## src/rtl/gec_offset_track.sv

```systemverilog
module gec_offset_track #(
   parameter int OFS_W = 4,
   parameter int CNT_W = OFS_W + 2
) (
   input  logic                    clk,
   input  logic                    rst_n,
   input  logic                    tgt_mode,
   input  logic [OFS_W-1:0]        max_ofs,
   input  logic                    req_pulse,
   input  logic                    ack_pulse,
   input  logic                    phase_chg,
   output logic                    ofs_under,
   output logic                    ofs_over,
   output logic                    phase_busy,
   output logic signed [CNT_W-1:0] ofs_cnt
);
   localparam int SUM_W = CNT_W + 1;

   logic signed [CNT_W-1:0] cnt_q, cnt_d;
   logic [SUM_W-1:0]        sum_w;
   logic [SUM_W-1:0]        max_ext;
   logic                    sum_neg, sat_hi, sat_lo;

   always_comb begin
      sum_w   = {cnt_q[CNT_W-1], cnt_q}
              + {{CNT_W{1'b0}}, req_pulse}
              - {{CNT_W{1'b0}}, ack_pulse};
      max_ext = {{(SUM_W-OFS_W){1'b0}}, max_ofs};
      sum_neg = sum_w[SUM_W-1];
      sat_hi  = !sum_neg && sum_w[CNT_W-1];
      sat_lo  = sum_neg && !sum_w[CNT_W-1];
   end

   // mode-dependent offset rules
   assign ofs_under  = tgt_mode && ack_pulse && sum_neg;
   assign ofs_over   = !tgt_mode && req_pulse && !sum_neg && (sum_w > max_ext);
   assign phase_busy = !tgt_mode && phase_chg && (cnt_q != '0);

   // count with saturation, R6: phase change clears
   always_comb begin
      if (phase_chg)                 cnt_d = '0;
      else if (ofs_under || ofs_over) cnt_d = cnt_q;
      else if (sat_hi)                cnt_d = {1'b0, {(CNT_W-1){1'b1}}};
      else if (sat_lo)                cnt_d = {1'b1, {(CNT_W-1){1'b0}}};
      else                            cnt_d = sum_w[CNT_W-1:0];
   end

   always_ff @(posedge clk) begin
      if (!rst_n) cnt_q <= '0;
      else        cnt_q <= cnt_d;
   end

   assign ofs_cnt = cnt_q;
endmodule

```

## config.mk

```make
export PLATFORM = sky130hd
export DESIGN_NAME = gec_offset_track
export DESIGN_NICKNAME = d
export VERILOG_FILES = /design/src/rtl/gec_offset_track.sv
export SDC_FILE = /design/constraint.sdc
export NUM_CORES = 1
export LEC_CHECK = 0
export ABC_CLOCK_PERIOD_IN_PS = 4000
export BUFFER_PORTS_ARGS = -buffer_cell sky130_fd_sc_hd__clkbuf_2
export CORE_ASPECT_RATIO = 0.75
export CORE_MARGIN = 10
export CORE_UTILIZATION = 25
export DETAILED_ROUTE_END_ITERATION = 12
export HOLD_SLACK_MARGIN = 0.06
export PLACE_DENSITY_LB_ADDON = 0.12
export SYNTH_ARGS = -nofsm -noshare
export SYNTH_HDL_FRONTEND = slang
export SYNTH_SLANG_ARGS = --single-unit
```

## constraint.sdc

```tcl
create_clock -name clk -period 4 [get_ports clk]
set_input_delay 0.8 -clock clk [delete_from_list [all_inputs] [get_ports clk]]
set_output_delay 0.8 -clock clk [all_outputs]
set_load 0.005 [all_outputs]
```

# Word level (Yosys, flattened, before mapping)
# Cells that the tools add are included.
[op_classes]
addsub = 2
n_lt_le_gt_ge = 1
mux = 2
n_bitwise = 1
n_reduce_logical = 15
[ops]
columns = ["op", "n"]
rows = [
  ["two-way mux 6 bit", 2],
  ["logical AND 1 bit", 9],
  ["adder 6 x 2 -> 7 bit", 1],
  ["greater-than comparator 7 x 4 -> 1 bit", 1],
  ["subtractor 7 x 1 -> 7 bit", 1],
  ["nonzero test 6 bit", 1],
  ["zero test 1 bit", 3],
  ["OR reduction 2 bit", 1],
  ["logical OR 1 bit", 1],
  ["inverter 1 bit", 1],
]
[totals]
elab_cells = 22
out_inout_bits = 9
in_bits = 10
regBits = 6

# Longest topological paths before layout
[depth]
ltp_word = 6
ltp_mapped = 14
depth_no_buf = 14

# Worst setup path before layout
# Ideal clock, no wire load.
[synth_path]
path_type = "input to output"
startpoint = "in ack_pulse"
endpoint = "out ofs_over"
n_path_buf = 0
stages = 12
path_slack_ps = -62
arrival_time_ps = 3262
path_cell_list = "ha_1 > inv_1 > ha_1 > inv_1 > fa_1 > xnor2_1 > ha_1 > and3b_1 > a2111oi_0 > o21ai_0 > o311ai_4 > inv_1"
[synth_between]
elab_chain_cells = 4
[synth_lines]
columns = ["element", "line", "rtl"]
rows = [
  ["start, declared", "10", "input logic ack_pulse,"],
  ["subtractor 7 x 1 -> 7 bit *", "27", "- {{CNT_W{1'b0}}, ack_pulse};"],
  ["parallel branches: the longest is 2 deep, another holds greater-than comparator 7 x 4 -> 1 bit", "n/a", ""],
  ["logical AND 1 bit *", "36", "assign ofs_over = !tgt_mode && req_pulse && !sum_neg && (sum_w > max_ext);"],
  ["end, declared", "13", "output logic ofs_over,"],
]
# Mark *: on every way between the ends.

# Worst setup path in the final report
# Ends and elaborated chain as after synthesis.

==> flow_summary.json <==
{
  "drive_above_1_share_pct": 37.7,
  "postSynthCellCount": 99,
  "path_cells": "clkbuf_8 -> ha_4 -> inv_2 -> ha_4 -> inv_2 -> fa_2 -> xnor2_4 -> ha_4 -> and3b_2 -> a2111oi_4 -> o21ai_2 -> o311ai_4 -> inv_1 -> clkbuf_2",
  "netlist_area_um2": 801,
  "synth_top_area_cell": "ha_1",
  "rsz0062_at_grt": "yes",
  "path_buf_inv": 5,
  "cts.sink_count": 6,
  "cp-start-kind": "primary input",
  "antennaDiodeCount": 0,
  "syn-num-nets": 123,
  "holdWs_ps": 531,
  "htreeDepth": 1,
  "overflow": 0,
  "worstRegToRegCells": 15,
  "grt_max_degree": 10,
  "coreArea_um2": 3000,
  "largest_reg_flops": 6,
  "fin_crit_ps": 3980,
  "max_slew_margin_pct": 65.3,
  "skew_ps": 2.63,
  "gp_congestion": 0.775,
  "synth.distinct_cells": 38,
  "synth_top_area_share_pct": 20.3,
  "worst_hold_path.endpoint": "ofs_cnt[0]$_SDFFE_PP0N_",
  "insertion_delay_ps": 230,
  "r2r-start": "ofs_cnt[0]$_SDFFE_PP0N_",
  "io_pins": 19,
  "holdPathStages": 2,
  "cts.path.max_buffers": 2,
  "critPathKind": "in2out",
  "routedWlPerCell_um": 14.0,
  "reg2reg_slack_ps": 780,
  "tightest_slew_ps": 515,
  "period_share_pct": 99.4,
  "synth-seq-cells": 6,
  "max_cap_violations": 0,
  "hold_class": "reg2reg",
  "required_ps": 3200,
  "cts_tree": "yes",
  "via_count": 798,
  "die_w_um": 85.4,
  "crit-reg2reg-capture": "ofs_cnt[1]$_SDFFE_PP0N_",
  "ys_top_cells_by_count": "18 x inv_1, 13 x ha_1, 10 x a21oi_1, 6 x dfxtp_1, 6 x nor2_1",
  "ctsHoldBuffers": 0,
  "grt_pass1_wl_um": 4090,
  "drt_drc_violations_left": 0,
  "io_buffers": 18,
  "setup_viol": 0,
  "worst_setup_path_end_kind": "primary output",
  "critPathSlowestCell": "fa_2",
  "num_rows": 17,
  "postLayoutCellArea_um2": 1160,
  "wirelength_um": 2360,
  "avgSynthCellArea_um2": 8.09,
  "fin_nets": 156,
  "synth_most_common_cell": "inv_1",
  "cp_max_fo": 3,
  "outcome": "complete, no violations",
  "root_buffer": "clkbuf_8",
  "grt_util_all_layers_pct": 8.34,
  "crit_path_frequent_cell": "ha_4",
  "ys_seq_area_share_pct": 15.0,
  "numCtsBuffers": 3,
  "dieArea_um2": 5890,
  "clk_pin_slew_ps": 40,
  "ant_nets": 0,
  "yosys-top-cells-area": "ha_1 20%, dfxtp_1 15%, inv_1 8.4%",
  "start_util_pct": 26.7,
  "cpLargestDelayFamily": "adder cells",
  "drt-initial-drc-count": 40,
  "die_h_um": 69.0,
  "min_from": "ofs_cnt[0]$_SDFFE_PP0N_",
  "critPathArrivalTime_ps": 3180,
  "grt_pass1_vias": 840,
  "ys_warn_count": 0,
  "synth_edf_count": 0,
  "maxSlewViolCount": 0,
  "vias_per_cell": 4.75,
  "dr.pass1.iters": 4,
  "cp.depth": 14,
  "synth_top_flop_cell": "dfxtp_1",
  "hpwl_um": 1890,
  "dpl-instance-area_um2": 1010,
  "fmax_ghz": 0.251,
  "grt_antenna_before_repair": 0,
  "finalHoldViolations": 0,
  "async_flop_share_pct": 0,
  "cpPeakStageDelay_ps": 390,
  "area_growth_pct": 44.5
}
## what timing repair did
| action | 4_1_cts | 5_1_grt |
|---|---|---|
| resized for setup | 14 | 1 |
| endpoints found under the setup margin | 1 | 1 |
| pin swaps | 9 | 3 |
| setup buffers | 1 | 1 |
## worst max-delay path by stage
stage,from,to,slack [ps]
floorplan,ack_pulse,ofs_over,10
global placement,ack_pulse,ofs_over,-300
detailed placement,ack_pulse,ofs_over,-340
CTS,ack_pulse,ofs_over,-7
global route,ack_pulse,ofs_over,-110
finish,ack_pulse,ofs_over,20
## metrics by stage
stage | instances | worst slack, ps | utilization [%] | TNS [ps]
final | 168 | 22.0 | 38.6 | 0
after floorplan | 99 | 13.2 | - | 0
after global placement | 163 | -297 | 33.5 | -297
after detailed placement | 163 | -343 | 33.5 | -343
after CTS | 167 | -7.03 | 38.3 | -7.03
after global routing | 168 | -110 | 38.6 | -110
## cells in the final DEF, fill, tap and decap left out, drive strengths merged, types with 2 or more instances in the layout
cell type and count:
nand2 2, o311ai 2, dfxtp 6, ha 13, o21ai 5, xor2 2, nor2b 4, a311oi 2
buf 12, nand2b 3, a2111oi 2, a21oi 11, clkbuf 21, a211oi 3, nor2 6, xnor2 2
inv 18
## layer usage
metal  wire [µm]  vias up  GRT usage, %
met5           0        -             0
li1            -      417             -
met4          36        0          3.26
met1        1170      358          9.82
met3         130        5          3.28
met2        1020       18          13.1
## layout make-up
class,count,area (µm²)
Clock buffer,3,41.3
Fill cell,303,1840
Inverter,18,67.6
Multi-Input combinational cell,73,692
Sequential cell,6,120
Tap cell,38,47.5
Timing Repair Buffer,30,189
## cells by family (layout without fill, tap and decap cells)
logic type               count (synthesis)  after routing  share of synthesized area (%)
XOR/XNOR                                 4              4                           4.38
AND/OR/NAND/NOR                         24             24                           17.7
adder cells (fa/ha/maj)                 14             14                           22.8
flip-flops                               6              6                           15.0
buffers and inverters                   20             51                           10.5
AO/OA/AOI/OAI                           31             31                           29.7
## worst min-delay path: stages (launching register included)
cell and delay [ps]:
dfxtp_1 320, a21oi_1 110, a311oi_1 50
Power is not shown: default switching activity piles up to over one toggle a cycle in this logic, so the estimate is an artifact.
